### config.mk
export PLATFORM = sky130hd
export DESIGN_NAME = pdm_modulator
export DESIGN_NICKNAME = d
export VERILOG_FILES = /design/src/rtl/pdm_modulator.sv
export SDC_FILE = /design/constraint.sdc
export NUM_CORES = 1
export LEC_CHECK = 0
export BUFFER_PORTS_ARGS = -buffer_cell sky130_fd_sc_hd__buf_2
export CAP_MARGIN = 20
export CORE_ASPECT_RATIO = 1.4
export CORE_MARGIN = 4
export CORE_UTILIZATION = 25
export CTS_BUF_LIST = sky130_fd_sc_hd__clkbuf_8
export DETAILED_ROUTE_END_ITERATION = 6
export PLACE_DENSITY_LB_ADDON = 0.3
export SLEW_MARGIN = 20
export SYNTH_ARGS = -nofsm -noshare
export SYNTH_HDL_FRONTEND = slang
export SYNTH_SLANG_ARGS = --single-unit
export TNS_END_PERCENT = 100
### constraint.sdc
create_clock -name clk -period 1.95 [get_ports clk]
set_input_delay 0.0975 -clock clk [delete_from_list [all_inputs] [get_ports clk]]
set_output_delay 0.0975 -clock clk [all_outputs]
set_load 0.05 [all_outputs]
### src/rtl/pdm_modulator.sv
module pdm_modulator #(
  parameter int FS = 10,
  parameter int LW = $clog2(FS + 1)
) (
  input  logic          clk,
  input  logic          rst,
  input  logic          step_en,
  input  logic [LW-1:0] level,
  output logic          pdm_out
);
  localparam int HALF = FS / 2;
  localparam int AW   = $clog2(3 * FS + 1) + 2;

  logic        [LW-1:0] lvl_sat;
  logic signed [AW-1:0] acc, acc_nxt, fb;

  assign lvl_sat = (int'(level) > FS) ? LW'(FS) : level;
  assign fb      = pdm_out ? AW'(FS) : '0;
  assign acc_nxt = acc + signed'(AW'(lvl_sat)) - fb;

  always_ff @(posedge clk) begin
    if (rst) begin
      acc     <= '0;
      pdm_out <= 1'b0;
    end else if (step_en) begin
      acc     <= acc_nxt;
      pdm_out <= acc_nxt > signed'(AW'(HALF));
    end
  end
endmodule

; After elaboration in Yosys (flattened, before gate mapping)
; Cells that the tools add are included.
[word_totals]
regBits = 8
inputBits = 7
output_inout_bits = 1
wordCells = 8
[op_classes]
add_sub_neg = 2
order_cmp = 2
muxes = 2
[ops]
columns = op, count
row1 = two-way mux 4 bit, 2
row2 = adder 7 x 5 -> 7 bit, 1
row3 = > comparator 7 x 4 -> 1 bit (second input constant), 1
row4 = subtractor 7 x 5 -> 7 bit, 1
row5 = > comparator 4 bit (second input constant), 1

; Logic depth before layout (Yosys ltp)
; Gate-level depths: netlist of the first run.
[logic_depth]
word_depth = 5
ltp_mapped = 10
mapped_depth_nobuf = 10

; Least setup slack after synthesis of the first run
; No wires, ideal clock.
[synth_timing]
kind = reg-to-reg
from = register pdm_out
to = register pdm_out
setup_ns = 0.133
arrival_time_ns = 2.427
required_time_ns = 1.817
setup_slack_ns = -0.610
stages_incl_launch_ff = 9
n_path_buf = 0
synth_period_minus_slack_ns = 2.560
cell_sequence = dfxtp_1 > inv_1 > fa_1 > ha_1 > or3_1 > o22ai_2 > xnor2_1 > a2111oi_4 > o32ai_1
[synth_between]
elab_chain_cells = 3
[synth_rtl]
columns = item, line_no
row1 = start: declaration, 9  ; output logic pdm_out
row2 = start signal: assignment, 27  ; pdm_out <= acc_nxt > signed'(AW'(HALF));
row3 = two-way mux 4 bit, 18  ; assign fb = pdm_out ? AW'(FS) : '0;
row4 = subtractor 7 x 5 -> 7 bit, 19  ; assign acc_nxt = acc + signed'(AW'(lvl_sat)) - fb;
row5 = > comparator 7 x 4 -> 1 bit, 27
; No other way between the ends.
; A chain may end at the register's enable or synchronous reset.

; Final worst setup path of the first run
; Same ends and word-level chain as after synthesis.

==> parameters.txt, run 1 <==
Parameter                              Value

Routing
  Metal3 WL ... around 62 um
  Met2 Routed Length ... 744 um
  Number of iterations in the first detailed-routing pass ... 2
  Met1 Wirelength ... 545 um
  Initial drt markers ... 1
  Wirelength per Cell ... 10.8 um
  Post-Route WL ... 1.36 mm
  Highest metal used ... met4
  DRC viols ... 0
  Via Count ... 554
  Post-DR vias/cell ... 4.40
  Antenna Nets Post-Route ... 0

GRT
  Global-route wire length before repair ... between 2 and 2.5 mm
  Number of antenna violations at the first check in global routing ... 0
  Global-route usage over all layers ... 9.29%
  Number of global-route vias before repair ... 566
  Largest net degree at the start of global routing ... 12
  Global route overflow ... 0

Floorplanning
  Die area ... between 3000 and 4000 um^2
  Number of top-level pins ... 8
  Die height ... between 60 and 70 um
  Horizontal die dimension ... 50.8 um
  Row count ... 21
  Initial Utilization ... 26.5%
  Area of the core region ... about 2400 um^2

Synth
  Sequential area share after synthesis ... 25.0%
  Total standard cell area after synthesis ... 641 um^2
  Number of storage elements in the synthesis netlist ... 8
  Syn. warnings ... 0
  Number of unique standard cell types used by synthesis ... 26
  Net Count, Synth ... roughly 90
  Syn avg cell area ... 8.90 um^2
  Post-synthesis cell count ... between 70 and 80

Layout
  FF/Latch Area ... approximately 160 um^2
  Filler cells ... between 200 and 300
  Fin nets ... 109
  Fraction of layout cells with a size suffix above 1 ... 45.7%
  Area growth from synthesis to layout ... 49.0%
  Area used by multi-input combinational logic ... 542 um^2
  Antenna diode instance count ... 0
  Most frequent cells in the layout ... buf_4, inv_1, nor2_1, dfxtp_1, buf_2
  Most common cell after layout, fill and taps aside ... buf_4
  Final design instance area without fill ... 955 um^2

STA
  Final count of hold timing violations ... 0
  Worst clock skew ... 2.92 ps
  Max-slew violation total from the final report ... 0
  Setup Total Neg Slack ... -167 ps
  Final setup fails ... 2
  Tmin final ... 2050 ps
  Worst hold slack across all endpoints ... roughly 160 ps
  Final period util ... 105%
  Slack of the critical path ... -100 ps
  Highest achievable clock rate ... 488 MHz
  Unrepaired setup endpoints after global routing ... yes
  Actual transition at the worst max-transition pin ... 257 ps
  Remaining max-slew budget at the tightest pin ... 82.9%

Placed design
  RePlAce Congestion ... 0.756
  Placed wire-length estimate ... 1.12 mm
  Setup WS pre-CTS ... -175 ps
  Cell area after placement ... 832 um^2
  Input/output buffers ... 7

CTS
  Clock insertion delay at the later pin of the skew report ... 230 ps
  Max Buffers Root-to-Sink ... 2
  Register clock-pin slew on the reported worst setup and hold paths ... 40 ps
  CTS tree ... done
  CTS H-Tree Depth ... 1
  Number of clock sinks seen by CTS ... 8
  Hold-fix buffers, CTS ... 0
  Clock tree root driver cell ... clkbuf_8
  Number of buffers added by the clock tree synthesis step ... 3

Worst setup path
  Largest stage delay, worst path ... 470 ps
  Worst Path Arrival ... 2150 ps
  WP buf/inv ... 1
  Worst-path cell chain ... inv_4 > fa_1 > ha_4 > or3_4 > o22ai_4 > xnor2_2 > a2111oi_4 > o32ai_1
  Critical Path Sink Type ... flip-flop
  Highest fanout seen on the critical path ... 4
  Startpoint of the most critical setup path ... pdm_out
  Cell at the slowest stage of the critical path ... fa_1
  Element type at the critical path start ... flip-flop
  Endpoint required time on the critical path ... between 2000 and 2500 ps
  Crit path kind ... flip-flop to flip-flop
  Gate family responsible for the most delay along the worst path ... adder cells
  RR Startpoint ... pdm_out

Min path
  Hold path start ... rst
  Class of the tightest hold or removal check ... input port to flip-flop

Outcome
  Violated checks ... negative setup slack
  Outcome ... finished with violations

Job
  Maxcap violations ... 0
synth_stat cells, drive strengths merged:
| library cell | count | area share [%] |
|---|---|---|
| a2111oi | 1 | 4.3 |
| a211oi | 2 | 2.3 |
| a21o | 3 | 3.5 |
| a21oi | 1 | 0.78 |
| and2 | 1 | 0.98 |
| buf | 2 | 2.0 |
| clkbuf | 1 | 0.59 |
| dfxtp | 8 | 25 |
| fa | 2 | 6.3 |
| ha | 7 | 14 |
| inv | 9 | 5.3 |
| mux2i | 5 | 7.8 |
| nand2 | 3 | 1.8 |
| nand2b | 2 | 2.0 |
| nor2 | 10 | 5.9 |
| nor2b | 1 | 0.98 |
| nor3 | 1 | 0.78 |
| o21a | 2 | 2.5 |
| o21ai | 2 | 1.6 |
| o22ai | 1 | 2.0 |
| o32ai | 1 | 1.4 |
| or3 | 2 | 2.0 |
| xnor2 | 3 | 4.1 |
| xor2 | 2 | 2.7 |
flip-flops by register name, summed over array words and instances, names as in the netlist:
name,cells
pdm_out,1
acc,7
worst reg2reg max path, cell delays in order (launching register included):
cell and delay [ps]:
dfxtp_4 350, inv_4 40, fa_1 470, ha_4 200
or3_4 340, o22ai_4 120, xnor2_2 110, a2111oi_4 200
o32ai_1 110
path summary, 6_finish.rpt:
check                                to  slack (ps)  depth (start not counted)
worst max-delay path            pdm_out        -100                          8
worst min-delay path             acc[4]         160                          2
worst max register to register  pdm_out        -100                          8
worst min register to register   acc[2]         490                          2
cell type report:
class | count | share of cell area (%)
flip-flops and latches | 8 | 17.2
inverters | 9 | 3.80
repair buffers | 19 | 13.1
clock inverters | 1 | 0.393
well taps | 34 | 4.46
multi-input cells | 52 | 56.7
clock buffers | 3 | 4.33
layer usage:
layer / up-vias / global-route usage (%)
met1: 264 / 8.72
met3: 2 / 3.92
met5: - / 0
li1: 278 / -
met2: 10 / 18.0
met4: 0 / 3.03
repair_timing:
action / CTS / global route
setup buffers: 2 / 1
gates resized for setup: 5 / 4
endpoints found under the setup margin: 4 / 6
pin swaps: 4 / 4
cell families after synthesis:
family	count (synthesis)	synth area share, %
AND/OR/NAND/NOR	20	14.3
AO/OA/AOI/OAI	13	18.4
buffers and inverters	12	7.81
adder cells (fa/ha/maj)	9	19.9
flip-flops	8	25.0
XOR/XNOR	5	6.84
multiplexers	5	7.81
per-stage QoR:
step | cells | utilization, %
floorplan | 72 | -
global placement | 119 | 34.4
detailed placement | 119 | 34.4
CTS | 125 | 38.0
global route | 126 | 39.5
finish | 126 | 39.5
Power of run 1 is not shown: default switching activity piles up to over one toggle a cycle in this logic, so the estimate is an artifact.
==> inputs of run 2 (changes only) <==
--- a/config.mk
+++ b/config.mk
@@ -13,6 +13,7 @@
 export CTS_BUF_LIST = sky130_fd_sc_hd__clkbuf_8
 export DETAILED_ROUTE_END_ITERATION = 6
 export PLACE_DENSITY_LB_ADDON = 0.3
+export SKIP_CTS_REPAIR_TIMING = 1
 export SLEW_MARGIN = 20
 export SYNTH_ARGS = -nofsm -noshare
 export SYNTH_HDL_FRONTEND = slang
==> run 2 against run 1 <==
  * The flow still finishes with violations (negative setup slack)
  * Critical path type unchanged
  * Clock skew hardly changed
  * Critical endpoint unchanged
  * Highest routed layer is now met3
  * Critical path depth stayed put
  * Global-route usage decreased by 0.42 points
==> parameters.txt, run 2 (synthesis gave the netlist of run 1 again) <==
Parameter                              Value

Outcome
  Outcome ... finished with violations
  Violated checks ... negative setup slack

Min path
  Class of the tightest hold or removal check ... input port to flip-flop
  Hold path start ... rst

GRT
  Global-route wire length before repair ... 2.23 mm (-5.8%)
  Global routing usage on met1 ... 8.18% (-0.54 points)
  GR met2 Demand/Resource ... 17.2% (-0.82 points)
  Number of global-route vias before repair ... 529 (-6.5%)
  Global route overflow ... 0 (unchanged)
  Met3 global-route usage ... 3.92% (unchanged)
  Number of antenna violations at the first check in global routing ... 0 (unchanged)
  Global-route usage over all layers ... 8.87% (-0.42 points)
  Grt peak-use layer ... met2
  Largest net degree at the start of global routing ... 12 (unchanged)

STA
  Slack of the critical path ... -109 ps (-8.15 ps)
  Final period util ... 106% (+0.42 points)
  Worst hold slack across all endpoints ... 164 ps (+2.16 ps)
  Max-slew violation total from the final report ... 0 (unchanged)
  Highest achievable clock rate ... 486 MHz (-0.40%)
  Worst clock skew ... 2.79 ps (-0.133 ps)
  Unrepaired setup endpoints after global routing ... yes
  Actual transition at the worst max-transition pin ... 260 ps (+3.18 ps)
  Remaining max-slew budget at the tightest pin ... 82.7% (-0.21 points)
  Final count of hold timing violations ... 0 (unchanged)
  Final setup fails ... 1 (-1)
  Tmin final ... 2060 ps (+8.15 ps)

Routing
  Via Count ... 533 (-3.8%)
  DRC viols ... 0 (unchanged)
  Post-DR vias/cell ... 4.33 (-1.4%)
  Post-Route WL ... 1.33 mm (-2.0%)
  Initial drt markers ... 2 (+1)
  Wirelength per Cell ... 10.8 um (+0.40%)
  Antenna Nets Post-Route ... 0 (unchanged)
  Number of iterations in the first detailed-routing pass ... 2 (unchanged)

Layout
  Most common cell after layout, fill and taps aside ... buf_4
  Largest register FFs ... 7 (unchanged)
  Fin nets ... 106 (-2.8%)
  Register with the most flip-flops ... acc
  Antenna diode instance count ... 0 (unchanged)
  Fraction of layout cells with a size suffix above 1 ... 42.7% (-3.0 points)
  Most frequent cells in the layout ... buf_4, inv_1, nor2_1, dfxtp_1, buf_2
  Filler cells ... 257 (-0.39%)
  Area used by multi-input combinational logic ... 529 um^2 (-2.3%)
  Area growth from synthesis to layout ... 43.6%
  Largest registers ranked by flip-flop count ... acc x7, pdm_out x1
  FF/Latch Area ... 164 um^2 (unchanged)

Placed design
  Input/output buffers ... 7 (unchanged)
  RePlAce Congestion ... 0.756 (unchanged)
  Placed wire-length estimate ... 1.12 mm (unchanged)

Worst setup path
  Element type at the critical path start ... flip-flop
  Worst Path Arrival ... 2190 ps (+40 ps)
  Startpoint of the most critical setup path ... pdm_out
  Critical Path Sink Type ... flip-flop
  RR Startpoint ... pdm_out
  Endpoint required time on the critical path ... 2080 ps (+30 ps)
  Crit path kind ... flip-flop to flip-flop
  Highest fanout seen on the critical path ... 4 (unchanged)

CTS
  Number of clock sinks seen by CTS ... 8 (unchanged)
  Clock insertion delay at the later pin of the skew report ... 230 ps (about the same)
  Register clock-pin slew on the reported worst setup and hold paths ... 40 ps (about the same)
  Clock tree root driver cell ... clkbuf_8
  CTS tree ... done
  Number of buffers added by the clock tree synthesis step ... 3 (unchanged)
  CTS H-Tree Depth ... 1 (unchanged)
  Max Buffers Root-to-Sink ... 2 (unchanged)

Floorplanning
  Initial Utilization ... 26.5% (unchanged)
  Row count ... 21 (unchanged)
  Die area ... 3450 um^2 (unchanged)
  Area of the core region ... 2420 um^2 (unchanged)
  Number of top-level pins ... 8 (unchanged)
  Die height ... 67.9 um (unchanged)
  Horizontal die dimension ... 50.8 um (unchanged)

Job
  Maxcap violations ... 0 (unchanged)
==> run 2: cell count changes in the layout (fill, tap and decap cells not counted) <==
| cell | before | now |
|---|---|---|
| buf_4 | 12 | 9 |
| o22ai_2 | 0 | 1 |
| o22ai_4 | 1 | 0 |
| or3_1 | 1 | 2 |
| or3_4 | 1 | 0 |
==> run 2: metrics by stage <==
step	setup TNS [ps]	utilization, %	instances	area [um^2]	setup slack [ps]
finish	-109	38.0	123	920	-109
detailed placement	-356	34.4	119	832	-175
global route	-416	38.0	123	920	-195
CTS	-261	36.3	123	877	-162
floorplan	-294	-	72	703	-172
global placement	-330	34.4	119	832	-160
==> run 2: area by class of cell <==
type                       instances  area share [%]
clock inverter                     1           0.408
tap                               34            4.63
sequential                         8            17.8
clock buffer                       3            4.49
inverter                           9            3.95
timing repair buffer              16            11.2
multi-input combinational         52            57.6
==> run 2: path summary, 6_finish.rpt <==
| check | endpoint | slack [ps] | cells after the start |
|---|---|---|---|
| worst min-delay path | acc[4] | 160 | 2 |
| worst max register to register | pdm_out | -110 | 8 |
| worst max-delay path | pdm_out | -110 | 8 |
| worst min register to register | acc[2] | 490 | 2 |
==> run 2: critical path, cell delays in order (launching register included) <==
cell      delay (ps)
dfxtp_4          350
inv_4             40
fa_1             470
ha_4             190
nor2_2           200
a211oi_2         110
or3_1            330
a21o_1           170
o32ai_1          100
==> run 2: routing by layer <==
| metal | up-vias | part of all wire [%] |
|---|---|---|
| met1 | 252 | 41 |
| met2 | 8 | 55 |
| met5 | - | 0 |
| met4 | 0 | 0 |
| li1 | 273 | - |
| met3 | 0 | 4.2 |
Power of run 2 is left out for the same reason.
